<file path="config.mk">
export PLATFORM = sky130hd
export DESIGN_NAME = shf_unit
export DESIGN_NICKNAME = d
export VERILOG_FILES = /design/src/rtl/shf_pkg.sv /design/src/rtl/shf_count_decode.sv /design/src/rtl/shf_barrel.sv /design/src/rtl/shf_out_stage.sv /design/src/rtl/shf_unit.sv
export SDC_FILE = /design/constraint.sdc
export NUM_CORES = 1
export LEC_CHECK = 0
export BUFFER_PORTS_ARGS = -buffer_cell sky130_fd_sc_hd__buf_4
export CAP_MARGIN = 20
export CORE_MARGIN = 10
export CORE_UTILIZATION = 30
export CTS_BUF_LIST = sky130_fd_sc_hd__clkbuf_4 sky130_fd_sc_hd__clkbuf_8
export DETAILED_ROUTE_END_ITERATION = 16
export GPL_ROUTABILITY_DRIVEN = 0
export PLACE_DENSITY = 0.53
export SETUP_SLACK_MARGIN = 0.3
export SYNTH_ARGS = -nofsm -noshare
export SYNTH_HDL_FRONTEND = slang
export SYNTH_SLANG_ARGS = --single-unit
export TNS_END_PERCENT = 5
</file>
<file path="constraint.sdc">
create_clock -name clk -period 3 [get_ports clk]
set_input_delay 0.3 -clock clk [delete_from_list [all_inputs] [get_ports clk]]
set_output_delay 0.3 -clock clk [all_outputs]
set_load 0.01 [all_outputs]
</file>
<file path="src/rtl/shf_pkg.sv">
`timescale 1ns/1ps
package shf_pkg;
  typedef enum logic [1:0] {
    KIND_LOGIC = 2'b00,
    KIND_ARITH = 2'b01,
    KIND_ROTATE = 2'b10,
    KIND_LOGIC_ALT = 2'b11
  } shf_kind_e;

  typedef enum logic [1:0] {
    MODE_SIGNED = 2'b00,
    MODE_LEFT = 2'b01,
    MODE_RIGHT = 2'b10,
    MODE_SIGNED_ALT = 2'b11
  } shf_mode_e;
endpackage

</file>
<file path="src/rtl/shf_count_decode.sv">
`timescale 1ns/1ps
module shf_count_decode #(
  parameter int unsigned CNT_W = 64,
  parameter int unsigned SHW = 6
) (
  input  logic [CNT_W-1:0] count,
  input  logic [1:0]       mode,
  output logic             go_right,
  output logic [SHW-1:0]   amt,
  output logic             sat
);
  import shf_pkg::*;

  logic             signed_mode;
  logic             negative;
  logic [CNT_W-1:0] mag;

  always_comb begin
    signed_mode = (shf_mode_e'(mode) == MODE_SIGNED) || (shf_mode_e'(mode) == MODE_SIGNED_ALT);
    negative    = signed_mode & count[CNT_W-1];
    mag         = negative ? (~count + {{(CNT_W-1){1'b0}}, 1'b1}) : count;
    go_right    = signed_mode ? negative : (shf_mode_e'(mode) == MODE_RIGHT);
    amt         = mag[SHW-1:0];
    sat         = |mag[CNT_W-1:SHW];
  end
endmodule

</file>
<file path="src/rtl/shf_barrel.sv">
`timescale 1ns/1ps
module shf_barrel #(
  parameter int unsigned W = 64,
  parameter int unsigned SHW = 6
) (
  input  logic [W-1:0]   data,
  input  logic [SHW-1:0] amt,
  input  logic           go_right,
  input  logic           arith,
  input  logic           rotate,
  input  logic           sat,
  output logic [W-1:0]   result
);
  function automatic logic [W-1:0] flip(input logic [W-1:0] v);
    logic [W-1:0] o;
    for (int b = 0; b < int'(W); b++) o[b] = v[W-1-b];
    return o;
  endfunction

  logic         sign;
  logic         fill;
  logic [W-1:0] st [SHW+1];
  logic [W-1:0] raw;

  assign sign  = data[W-1];
  assign fill  = arith & go_right & sign;
  assign st[0] = go_right ? data : flip(data);

  for (genvar i = 0; i < int'(SHW); i++) begin : g_stage
    localparam int unsigned S = 1 << i;
    logic [S-1:0] ins;
    assign ins       = rotate ? st[i][S-1:0] : {S{fill}};
    assign st[i+1]   = amt[i] ? {ins, st[i][W-1:S]} : st[i];
  end

  always_comb begin
    raw = go_right ? st[SHW] : flip(st[SHW]);
    if (arith && !go_right && !rotate) raw[W-1] = sign;
    if (sat && !rotate) begin
      if (!arith)        raw = '0;
      else if (go_right) raw = {W{sign}};
      else               raw = {sign, {(W-1){1'b0}}};
    end
    result = raw;
  end
endmodule

</file>
<file path="src/rtl/shf_out_stage.sv">
`timescale 1ns/1ps
module shf_out_stage #(
  parameter int unsigned W = 64
) (
  input  logic         clk,
  input  logic         rst_n,
  input  logic         in_valid,
  output logic         in_ready,
  input  logic [W-1:0] in_data,
  output logic         out_valid,
  input  logic         out_ready,
  output logic [W-1:0] out_data
);
  assign in_ready = !out_valid || out_ready;

  always_ff @(posedge clk or negedge rst_n) begin
    if (!rst_n) begin
      out_valid <= 1'b0;
      out_data  <= '0;
    end else begin
      if (in_ready) out_valid <= in_valid;
      if (in_valid && in_ready) out_data <= in_data;
    end
  end
endmodule

</file>
<file path="src/rtl/shf_unit.sv">
`timescale 1ns/1ps
module shf_unit #(
  parameter int unsigned DATA_W = 64,
  parameter int unsigned CNT_W = 64
) (
  input  logic              clk,
  input  logic              rst_n,
  input  logic              in_valid,
  output logic              in_ready,
  input  logic [DATA_W-1:0] in_data,
  input  logic [CNT_W-1:0]  in_count,
  input  logic [1:0]        in_kind,
  input  logic [1:0]        in_mode,
  output logic              out_valid,
  input  logic              out_ready,
  output logic [DATA_W-1:0] out_data
);
  import shf_pkg::*;
  localparam int unsigned SHW = $clog2(DATA_W);

  logic              go_right;
  logic [SHW-1:0]    amt;
  logic              sat;
  logic              arith;
  logic              rotate;
  logic [DATA_W-1:0] shifted;

  assign arith  = (shf_kind_e'(in_kind) == KIND_ARITH);
  assign rotate = (shf_kind_e'(in_kind) == KIND_ROTATE);

  shf_count_decode #(.CNT_W(CNT_W), .SHW(SHW)) u_dec (
    .count(in_count), .mode(in_mode), .go_right(go_right), .amt(amt), .sat(sat)
  );

  shf_barrel #(.W(DATA_W), .SHW(SHW)) u_bar (
    .data(in_data), .amt(amt), .go_right(go_right), .arith(arith),
    .rotate(rotate), .sat(sat), .result(shifted)
  );

  shf_out_stage #(.W(DATA_W)) u_out (
    .clk(clk), .rst_n(rst_n), .in_valid(in_valid), .in_ready(in_ready),
    .in_data(shifted), .out_valid(out_valid), .out_ready(out_ready), .out_data(out_data)
  );
endmodule

</file>
Word-level counts from Yosys, hierarchy flattened
Index checks and enable logic that the tools add are counted.

operators by class
  shift-type cells = 0
  add/subtract/negate cells = 1
  mux-type cells = 20
  reduce and logical (&&, ||, !) cells = 11
  equal/unequal tests = 4
  bitwise operators = 4
  order comparisons = 0
  divide/modulo/power cells = 0
  $mul = 0

operators with widths
  cell                                           number
  two-way mux 64 bit                             11
  adder 64 x 1 -> 64 bit, second input constant  1
  inverter 64 bit                                1
  two-way mux 63 bit                             1
  OR reduction 58 bit                            1
  two-way mux 32 bit                             1
  two-way mux 16 bit                             1
  two-way mux 8 bit                              1
  == test 2 bit, second input constant           3
  logical AND 1 bit                              4
  two-way mux 4 bit                              1
  bitwise AND 1 bit                              3
  logical NOT 1 bit                              3
  two-way mux 1 bit                              3
  == test 2 x 1 -> 1 bit, second input constant  1
  logical NOT 2 bit                              1
  logical OR 1 bit                               2
  two-way mux 2 bit                              1

storage, ports and cells
  ROM bits = 0
  memories = 0
  bits in writable memories = 0
  register bits after elaboration = 65
  bits in latches = 0
  output and inout bits = 66

Depth between registers and ports, before layout
Gate-level depths: netlist of run 1.

  depth after elaboration = 21
  gate-level depth with buffers = 18

Cells and area by module
Synthesis of run 1 repeated with hierarchy kept, for this count alone.

second synthesis, totals
  cell total of the unflattened synthesis = 1622
  area total of the unflattened synthesis = 14305.0 um2

by module, submodules not included
  module            area each (um2)  times used  cells each
  shf_barrel        9246.4           1           1097
  shf_out_stage     2671.3           1           138
  shf_count_decode  2372.3           1           385
  shf_unit          15.0             1           2

Worst setup path before layout of run 1
Ideal clock, no wire load.

  path kind = input port to flip-flop
  start = input in_count[0]
  end = register u_out.out_data[50]
  arrival time = 4070 ps
  buffers on the path = 6
  path slack = -1135 ps
  setup time = 65 ps
  stages on the path = 17
  required time = 2935 ps
  cell sequence = clkbuf_1 inv_1 clkbuf_1 ha_1 and3_1 a21o_1 buf_2 buf_1 buf_2 buf_1 nand3_1 a41oi_1 a21oi_1 a221oi_1 o21ai_0 a222oi_1 o211a_1

between the ends
  longest elaborated chain between the ends = 12
  elaborated cells between the ends (all ways) = 18
  those cells by class = add/sub: 1; mux: 14; bitwise: 1; reduce/logical: 2

ends and longest elaborated chain
  element                                                          RTL line                            RTL
  start: declaration                                               shf_unit.sv:11                      input logic [CNT_W-1:0] in_count,
  inverter 64 bit                                                  shf_count_decode.sv:21              mag = negative ? (~count + {{(CNT_W-1){1'b0}}, 1'b1}) : count;
  adder 64 x 1 -> 64 bit                                           shf_count_decode.sv:21
  two-way mux 64 bit (*)                                           shf_count_decode.sv:21
  two-way mux 64 bit                                               shf_barrel.sv:33                    assign st[i+1] = amt[i] ? {ins, st[i][W-1:S]} : st[i];
  two-way mux 64 bit / two-way mux 2 bit (equally long branches)   shf_barrel.sv:33, shf_barrel.sv:32
  two-way mux 4 bit / two-way mux 64 bit (equally long branches)   shf_barrel.sv:32, shf_barrel.sv:33
  two-way mux 64 bit / two-way mux 8 bit (equally long branches)   shf_barrel.sv:33, shf_barrel.sv:32
  two-way mux 64 bit / two-way mux 16 bit (equally long branches)  shf_barrel.sv:33, shf_barrel.sv:32
  two-way mux 64 bit / two-way mux 32 bit (equally long branches)  shf_barrel.sv:33, shf_barrel.sv:32
  two-way mux 64 bit                                               shf_barrel.sv:33
  two-way mux 64 bit                                               shf_barrel.sv:37                    raw = go_right ? st[SHW] : flip(st[SHW]);
  two-way mux 64 bit (*)                                           shf_barrel.sv:39                    if (sat && !rotate) begin
  end signal: assignment                                           shf_out_stage.sv:22                 if (in_valid && in_ready) out_data <= in_data;
  end: declaration                                                 shf_out_stage.sv:12                 output logic [W-1:0] out_data

Mark *: on every way between the ends. The rest lies on a longest branch, timed or not.
A chain may end at the register's enable or synchronous reset.

Final worst setup path of run 1
  start = input in_mode[0]
  end = register u_out.out_data[46]

between the ends
  longest elaborated chain between the ends = 15
  elaborated cells between the ends (all ways) = 28
  those cells by class = eq/ne: 2; mux: 19; bitwise: 3; reduce/logical: 4

ends and longest elaborated chain
  element                                                    RTL line                RTL
  start: declaration                                         shf_unit.sv:13          input logic [1:0] in_mode,
  == test 2 bit / logical NOT 2 bit (equally long branches)  shf_count_decode.sv:19  signed_mode = (shf_mode_e'(mode) == MODE_SIGNED) || (shf_mode_e'(mode) == MODE_SIGNED_ALT);
  logical OR 1 bit                                           shf_count_decode.sv:19
  bitwise AND 1 bit                                          shf_count_decode.sv:20  negative = signed_mode & count[CNT_W-1];
  two-way mux 1 bit                                          shf_count_decode.sv:22  go_right = signed_mode ? negative : (shf_mode_e'(mode) == MODE_RIGHT);
  bitwise AND 1 bit (2 in series)                            shf_barrel.sv:26        assign fill = arith & go_right & sign;
  two-way mux 1 bit                                          shf_barrel.sv:32        assign ins = rotate ? st[i][S-1:0] : {S{fill}};
  two-way mux 64 bit (6 in series)                           shf_barrel.sv:33
  two-way mux 64 bit                                         shf_barrel.sv:37
  two-way mux 64 bit (*)                                     shf_barrel.sv:39

Marked as above.

==> impl_metrics.toml, run 1 <==
[run_status]
status = "finished with violations"
violations = "negative setup slack"

[worst_setup_path]
cp-startpoint = "in_mode[0]"
ff2ff_setup_slack_ps = 960
worstSetupPathType = "in -> reg"
cp-end-kind = "flop"
critPathMostFrequentCell = "buf_12"
r2r-end = "u_out.out_data[43]$_DFFE_PN0P_"
reg2regPathDepth = 6
cpMaxStageDelayCell = "mux4_2"
cp_num_buf_inv = 8
path_max_fanout = 5
required_ps = 3240
worstPathCellList = "buf_6, inv_4, ha_4, buf_6, mux2i_4, buf_12, buf_12, buf_12, mux4_2, nand3_2, nand4_1, buf_4, mux4_2, a21oi_2, or3_4, a211oi_2, buf_4, a211o_1"
regToRegStartpoint = "u_out.out_valid$_DFFE_PN0N_"
cp-start-kind = "input pin"
critPathArrivalTime_ps = 3700
slowest_delay_ps = 560
cp_top_family = "multiplexers"

[synth]
synthAdderAreaFrac_pct = 0.222
syn_avg_cell_area_sq_um = 8.00
synth_top_area_share_pct = 18.8
yosysUniqueCellTypes = 77
yosys.area_share.simple_pct = 23.6
synth_common_cells = "146 x nand2_1, 126 x nor2_1, 104 x clkbuf_1, 102 x a21oi_1, 94 x mux4_2"
ys.flop_type = "dfrtp_1"
muxShareOfSynthArea_pct = 26.9
synth_edf_count = 0
synth-seq-area-share_pct = 14.4
synthArstFlopShare_pct = 100
synth_seq_cells = 65
synth_compound_area_share_pct = 28.9
synthTopCellsByArea = "mux4_2 19%, dfrtp_1 14%, mux2i_1 6.3%"
synth_fp_nets = 1547
netlist_area_sq_um = 11300
yosys_warnings = 0
synth.most_common_cell = "nand2_1"
synth_xor_area_share_pct = 0.855
syn_inst = 1409
synth_top_family_by_area = "compound AO/OA/AOI/OAI gates"
yosysTopAreaCell = "mux4_2"

[cells_and_area]
nFillCells = 3506
final_util_pct = 49.5
syn_to_final_growth_pct = 61.9
fin_cells = 2508
num-nets-final = 2136
stdcell_area_sq_um = 18200
layout-drive-gt1-share_pct = 49.8

[hold_path]
hp-class = "in -> async"

[global_route]
grt_overflow = 0
antenna_found_initial = 1
grt_pass1_vias = 15286
grtUsageTotal_pct = 25.3
grt_max_degree = 66
grt_pass1_wl_um = 90700

[cts]
cts_tree = "yes"
insertion_delay_ps = 360
cts.path.max_buffers = 2
htreeDepth = 3
root_buffer = "clkbuf_8"
cts_buffers = 9
clkSinkCount = 65
clk_pin_slew_ps = 80
cts_hold_buf = 0

[drt]
routed_wl_um = 59300
wl_per_cell_um = 23.6
via_per_inst = 6.12
route.vias.total = 15340
drc = 0
drtPass1Iterations = 6
first_iter_violations = 1892
ant_nets = 0

[placement]
dpl.hpwl_um = 47900
placed_area_sq_um = 17000
port_buffers = 201
dp_cells = 2466

[die]
die_area_sq_um = 45700
std_cell_rows = 70
fp.dieH_um = 214
dieWidth_um = 214
ioPinCount = 202
start_util_pct = 30.6
core-area_sq_um = 36900

[run]
cap_violations = 0

[power_and_ir_drop]
power_density_nw_per_um2 = 408
p_sw_share_pct = 44.6
pwr-share-seq_pct = 14.8
combPwrFrac_pct = 73.2
clockPowerShare_pct = 12.0
internal_power_mw = 4.13
ir_worst_vdd_uv = 254
p_leak_nw = 7.75
power_switching_mw = 3.32

[timing]
rsz0062_at_grt = "true"
tns_ps = -22310
setup_viol = 64
slew_violations = 0
hold_viol_final = 0
fmax_mhz = 289
slew_headroom_pct = 43.1
post-route-period-util_pct = 115
fin_crit_ps = 3460
worstMarginPinSlew_ps = 854
fin_skew_ps = 6.78
fin_hold_ws_ps = 18.8
setup_ws_ps = -460
==> routing by layer <==
layer  track usage, %  part of all wire [%]
met1             31.3                    39
met5                0                     0
met4             9.48                   4.2
met3             4.69                   9.1
met2             42.8                    48
==> layout make-up <==
class                   instances  area, sq um  share of cell area [%]
clock buffers                  10          138                   0.755
inverters                       8         32.5                   0.178
flip-flops and latches         65         1630                    8.92
repair buffers                711         5740                    31.5
clock inverters                 6         95.1                   0.521
well taps                     504          631                    3.46
multi-input cells            1203         9980                    54.7
diodes                          1         2.50                  0.0137
==> worst register-to-register path: cells and delay by family (launching register included) <==
| family | cells | cell delay (ps) |
|---|---|---|
| buffers and inverters | 1 | 410 |
| flip-flops | 1 | 390 |
| AND/OR/NAND/NOR | 4 | 1050 |
| AO/OA/AOI/OAI | 1 | 140 |
==> power groups by stage <==
stage	clock [mW]	combinational, mW	sequential, mW
after CTS	0.914	5.15	1.10
final	0.895	5.45	1.10
after global routing	0.946	5.76	1.12
after global placement	0	4.87	1.12
after detailed placement	0	4.91	1.12
after floorplan	0	2.38	1.16
==> through the flow <==
stage / power (mW) / setup slack [ps]
after CTS: 7.17 / -436
after detailed placement: 6.02 / -1270
after global placement: 5.99 / -1210
after floorplan: 3.54 / -484
final: 7.45 / -460
after global routing: 7.82 / -543
==> repair_timing <==
| action | in CTS | in global routing |
|---|---|---|
| gates resized for setup | 118 | 68 |
| gates cloned | 2 | 2 |
| pin swaps | 26 | 22 |
| endpoints found under the hold margin | 0 | 0 |
| setup endpoints to repair | 64 | 64 |
| buffers inserted | 14 | 7 |
==> worst max path at each step <==
| stage | end | slack (ps) | cells past startpoint |
|---|---|---|---|
| floorplan | u_out.out_data[35]$_DFFE_PN0P_ | -480 | 13 |
| global placement | u_out.out_data[25]$_DFFE_PN0P_ | -1210 | 15 |
| detailed placement | u_out.out_data[25]$_DFFE_PN0P_ | -1270 | 15 |
| CTS | u_out.out_data[46]$_DFFE_PN0P_ | -440 | 17 |
| global route | u_out.out_data[3]$_DFFE_PN0P_ | -540 | 17 |
| finish | u_out.out_data[46]$_DFFE_PN0P_ | -460 | 18 |
==> kinds of logic (layout without fill, tap and decap cells) <==
kind of cell | Yosys count | in the layout
compound gates | 466 | 466
xor+xnor | 11 | 11
fa+ha+maj | 2 | 2
buf+inv | 143 | 735
flops | 65 | 65
mux | 183 | 185
other cells | 0 | 1
simple gates | 539 | 539
==> registers in the layout (all words and copies together) (netlist names) <==
register,flops
u_out.out_data,64
u_out.out_valid,1
==> layout by cell type, fill, tap and decap left out, drive strengths merged, types with 20 or more instances in the layout <==
cell type and n:
o211ai 31, mux2i 72, buf 710, dfrtp 65
a22oi 25, nand3 80, a21oi 102, o21ai 71
nand2 146, a211oi 28, a221o 20, nor4 31
mux4 94, nor3 46, nor2 126, nand4 20
Power figures use the tool's default switching activity.
==> inputs of run 2 (changes only) <==
--- a/config.mk
+++ b/config.mk
@@ -12,8 +12,10 @@
 export CTS_BUF_LIST = sky130_fd_sc_hd__clkbuf_4 sky130_fd_sc_hd__clkbuf_8
 export DETAILED_ROUTE_END_ITERATION = 16
 export GPL_ROUTABILITY_DRIVEN = 0
+export MAX_ROUTING_LAYER = met4
 export PLACE_DENSITY = 0.53
 export SETUP_SLACK_MARGIN = 0.3
+export SLEW_MARGIN = 10
 export SYNTH_ARGS = -nofsm -noshare
 export SYNTH_HDL_FRONTEND = slang
 export SYNTH_SLANG_ARGS = --single-unit
==> impl_metrics.toml, run 2 (synthesis results as in run 1) <==
[cts]
clk_pin_slew_ps = 80
htreeDepth = 3
cts_buffers = 9
clkSinkCount = 65
root_buffer = "clkbuf_8"
insertion_delay_ps = 360
cts_hold_buf = 0
cts.path.max_buffers = 2
cts_tree = "yes"

[worst_setup_path]
worstPathCellList = "buf_6, inv_4, ha_4, buf_6, mux2i_4, buf_12, buf_12, buf_12, mux4_2, nand3_2, nand4_1, buf_4, mux4_2, a21oi_2, or3_4, a211oi_4, buf_4, a211o_1"
cpMaxStageDelayCell = "mux4_2"
reg2regPathDepth = 6
critPathArrivalTime_ps = 3720
cp_top_family = "multiplexers"
path_max_fanout = 5
regToRegStartpoint = "u_out.out_valid$_DFFE_PN0N_"
ff2ff_setup_slack_ps = 970
slowest_delay_ps = 550
cp-end-kind = "flop"
required_ps = 3250
cp-start-kind = "input pin"
r2r-end = "u_out.out_data[43]$_DFFE_PN0P_"
worstSetupPathType = "in -> reg"
critPathMostFrequentCell = "buf_12"
cp_num_buf_inv = 8

[drt]
routed_wl_um = 59500
drtPass1Iterations = 8
via_per_inst = 6.14
wl_per_cell_um = 23.7
first_iter_violations = 1872
route.vias.total = 15385
drc = 0
ant_nets = 0

[cells_and_area]
final_util_pct = 49.5
syn_to_final_growth_pct = 61.9
top_regs = "u_out.out_data x64, u_out.out_valid x1"
seq_area_sq_um = 1630
largest-register = "u_out.out_data"
layout-drive-gt1-share_pct = 50.0
layout_commonest_cell = "buf_4"
multi_input_area_sq_um = 10000
nFillCells = 3508
largest_reg_flops = 64
final_cell_mix = "667 x buf_4, 141 x nand2_1, 123 x nor2_1"
num-nets-final = 2134

[die]
core-area_sq_um = 36900
die_area_sq_um = 45700
ioPinCount = 202
fp.dieH_um = 214
std_cell_rows = 70
dieWidth_um = 214
start_util_pct = 30.6

[global_route]
grtUsageTotal_pct = 26.0
grt_max_degree = 66
grt_pass1_vias = 15289
grt_pass1_wl_um = 90500
antenna_found_initial = 1
grt_overflow = 0

[timing]
fin_crit_ps = 3470
setup_viol = 64
fin_skew_ps = 7.82
slew_violations = 0
fmax_mhz = 288
post-route-period-util_pct = 116
hold_viol_final = 0
fin_hold_ws_ps = 19.8
rsz0062_at_grt = "true"
worstMarginPinSlew_ps = 865
setup_ws_ps = -473
slew_headroom_pct = 42.3

[run_status]
violations = "negative setup slack"
status = "finished with violations"

[placement]
port_buffers = 201
dpl.hpwl_um = 47900

[power_and_ir_drop]
ir_worst_vdd_uv = 253
p_leak_nw = 7.75
power_density_nw_per_um2 = 409

[run]
cap_violations = 0

[hold_path]
hp-class = "in -> async"
-- run 2: timing repair --
item	in CTS	in global routing
pin swaps	26	33
setup endpoints to repair	64	64
cloned	2	2
endpoints found under the hold margin	0	0
gates resized for setup	118	69
setup buffers	14	5
-- run 2: stage by stage --
stage	std cells	setup TNS (ps)	area, sq um	setup slack (ps)	total power [mW]
2_1_floorplan	1409	-26680	11500	-484	3.54
6_report	2506	-20230	18200	-473	7.45
3_3_place_gp	2466	-66440	17000	-1210	5.99
3_5_place_dp	2466	-68900	17000	-1270	6.02
4_1_cts	2498	-17760	17900	-436	7.17
5_1_grt	2506	-25890	18200	-513	7.83
-- run 2: power by group --
part	internal, mW	switching (mW)	total [mW]
Clock	0.502	0.392	0.894
Combinational	2.61	2.85	5.46
Sequential	1.01	0.0894	1.10
-- run 2: worst max-delay path by stage --
stage / cells past startpoint / to / slack (ps) / from
after floorplan: 13 / u_out.out_data[35]$_DFFE_PN0P_ / -480 / in_mode[0]
after global placement: 15 / u_out.out_data[25]$_DFFE_PN0P_ / -1210 / in_count[7]
after detailed placement: 15 / u_out.out_data[25]$_DFFE_PN0P_ / -1270 / in_count[7]
after CTS: 17 / u_out.out_data[46]$_DFFE_PN0P_ / -440 / in_mode[0]
after global routing: 20 / u_out.out_data[62]$_DFFE_PN0P_ / -510 / in_mode[0]
final: 18 / u_out.out_data[46]$_DFFE_PN0P_ / -470 / in_mode[0]
-- run 2: layer usage --
layer | part of all wire, % | vias up | routed length, um | track usage (%)
li1 | - | 6868 | - | -
met1 | 38 | 7423 | 22800 | 31.3
met2 | 48 | 940 | 28700 | 42.8
met3 | 9.4 | 154 | 5600 | 4.42
met4 | 4.0 | 0 | 2360 | 9.53
met5 | 0 | - | 0 | -
-- run 2: layout make-up --
| type | instances | share of cell area [%] |
|---|---|---|
| Tap cell | 504 | 3.46 |
| Sequential cell | 65 | 8.92 |
| Clock buffer | 10 | 0.755 |
| Inverter | 8 | 0.178 |
| Multi-Input combinational cell | 1203 | 54.9 |
| Antenna cell | 1 | 0.0137 |
| Timing Repair Buffer | 709 | 31.3 |
| Clock inverter | 6 | 0.521 |
-- run 2: worst reg2reg max path: stages, from the launching register on --
cell	delay, ps
dfrtp_1	390
nand2b_1	130
and2_1	550
buf_4	410
nand2_1	90
nor3_1	270
a211o_1	140
==> inputs of run 3 (changes only) <==
--- a/config.mk
+++ b/config.mk
@@ -19,4 +19,4 @@
 export SYNTH_ARGS = -nofsm -noshare
 export SYNTH_HDL_FRONTEND = slang
 export SYNTH_SLANG_ARGS = --single-unit
-export TNS_END_PERCENT = 5
+export TNS_END_PERCENT = 20
==> impl_metrics.toml, run 3 (synthesis results as in run 1) <==
[run_status]
status = "finished with violations"
violations = "negative setup slack"

[global_route]
grt_overflow = 0
grtUsageTotal_pct = 26.2
grt_pass1_vias = 15276
grt_max_degree = 66
antenna_found_initial = 0
grt_pass1_wl_um = 90900

[cts]
cts.path.max_buffers = 2
cts_buffers = 9
clk_pin_slew_ps = 80
cts_tree = "yes"
cts_hold_buf = 0
htreeDepth = 3
clkSinkCount = 65
root_buffer = "clkbuf_8"
insertion_delay_ps = 360

[power_and_ir_drop]
p_leak_nw = 7.64
ir_worst_vdd_uv = 186
power_density_nw_per_um2 = 409

[drt]
drtPass1Iterations = 7
drc = 0
first_iter_violations = 1924
route.vias.total = 15432
ant_nets = 0
routed_wl_um = 59800
via_per_inst = 6.22
wl_per_cell_um = 24.1

[die]
ioPinCount = 202
start_util_pct = 30.6
std_cell_rows = 70
dieWidth_um = 214
fp.dieH_um = 214
die_area_sq_um = 45700
core-area_sq_um = 36900

[cells_and_area]
layout_commonest_cell = "buf_4"
layout-drive-gt1-share_pct = 49.2
stdcell_area_sq_um = 18000
final_util_pct = 48.9
largest_reg_flops = 64
final_cell_mix = "650 x buf_4, 142 x nand2_1, 123 x nor2_1"
fin_cells = 2483
largest-register = "u_out.out_data"
syn_to_final_growth_pct = 60.1
num-nets-final = 2112
top_regs = "u_out.out_data x64, u_out.out_valid x1"
diodes = 0

[timing]
fin_crit_ps = 3510
slew_headroom_pct = 41.5
hold_viol_final = 0
fin_hold_ws_ps = 27.4
slew_violations = 0
setup_viol = 64
post-route-period-util_pct = 117
fin_skew_ps = 11.9
setup_ws_ps = -511
fmax_mhz = 285
worstMarginPinSlew_ps = 878
rsz0062_at_grt = "true"

[worst_setup_path]
cp-endpoint = "u_out.out_data[37]$_DFFE_PN0P_"
critPathArrivalTime_ps = 3770
path_max_fanout = 7
cp_num_buf_inv = 6
required_ps = 3260
cp_top_family = "multiplexers"
worst-path-stages = 15
cp-startpoint = "in_mode[0]"
r2r-end = "u_out.out_data[43]$_DFFE_PN0P_"
regToRegStartpoint = "u_out.out_valid$_DFFE_PN0N_"
slowest_delay_ps = 600
worstSetupPathType = "in -> reg"
cp-start-kind = "input pin"
cpMaxStageDelayCell = "mux4_2"
ff2ff_setup_slack_ps = 1070
cp-end-kind = "flop"
worstPathCellList = "buf_8, inv_12, ha_4, buf_6, mux2i_4, buf_12, buf_12, buf_16, mux4_2, mux4_2, mux2i_2, mux2i_2, a211oi_1, nor3_1, a221o_1"
reg2regPathDepth = 6

[placement]
dpl.hpwl_um = 47500
dp_cells = 2434
placed_area_sq_um = 16800
port_buffers = 201

[run]
cap_violations = 0

[hold_path]
hp-class = "in -> async"
[run 3: through the flow]
stage	setup WS, ps	power, mW	TNS [ps]
2_1_floorplan	-477	3.58	-26240
3_3_place_gp	-1000	5.90	-61310
3_5_place_dp	-1020	5.94	-61420
4_1_cts	-403	7.13	-20880
5_1_grt	-564	7.74	-29370
6_report	-511	7.38	-24370
[run 3: layout make-up]
| class | count | area [sq um] |
|---|---|---|
| timing repair buffer | 688 | 5560 |
| sequential | 65 | 1630 |
| fill | 3549 | 18800 |
| inverter | 8 | 42.5 |
| clock inverter | 5 | 78.8 |
| tap | 504 | 631 |
| clock buffer | 11 | 145 |
| multi-input combinational | 1202 | 9940 |
[run 3: power by group]
group | leakage (nW) | switching (mW) | internal (mW)
sequential | 0.827 | 0.0938 | 1.01
clock | 0.117 | 0.374 | 0.499
combinational | 6.69 | 2.83 | 2.57
[run 3: metal layers]
layer	up-vias	track usage (%)	wire length, um
li1	6802	-	-
met1	7463	31.2	23000
met2	974	43.1	28500
met3	193	4.72	5520
met4	0	10.6	2790
met5	-	-	0
[run 3: worst min path at each step]
stage,from,to,depth (start not counted)
floorplan,rst_n,u_out.out_data[0]$_DFFE_PN0P_,0
global placement,rst_n,u_out.out_data[30]$_DFFE_PN0P_,1
detailed placement,rst_n,u_out.out_data[33]$_DFFE_PN0P_,1
CTS,rst_n,u_out.out_data[33]$_DFFE_PN0P_,1
global route,rst_n,u_out.out_data[30]$_DFFE_PN0P_,1
finish,rst_n,u_out.out_data[59]$_DFFE_PN0P_,1
[run 3: what timing repair did]
item / CTS / global route
setup buffers: 23 / 5
gates resized for setup: 94 / 67
setup endpoints to repair: 64 / 64
pin swaps: 66 / 29
hold endpoints to repair: 0 / 0
cloned: 4 / 1
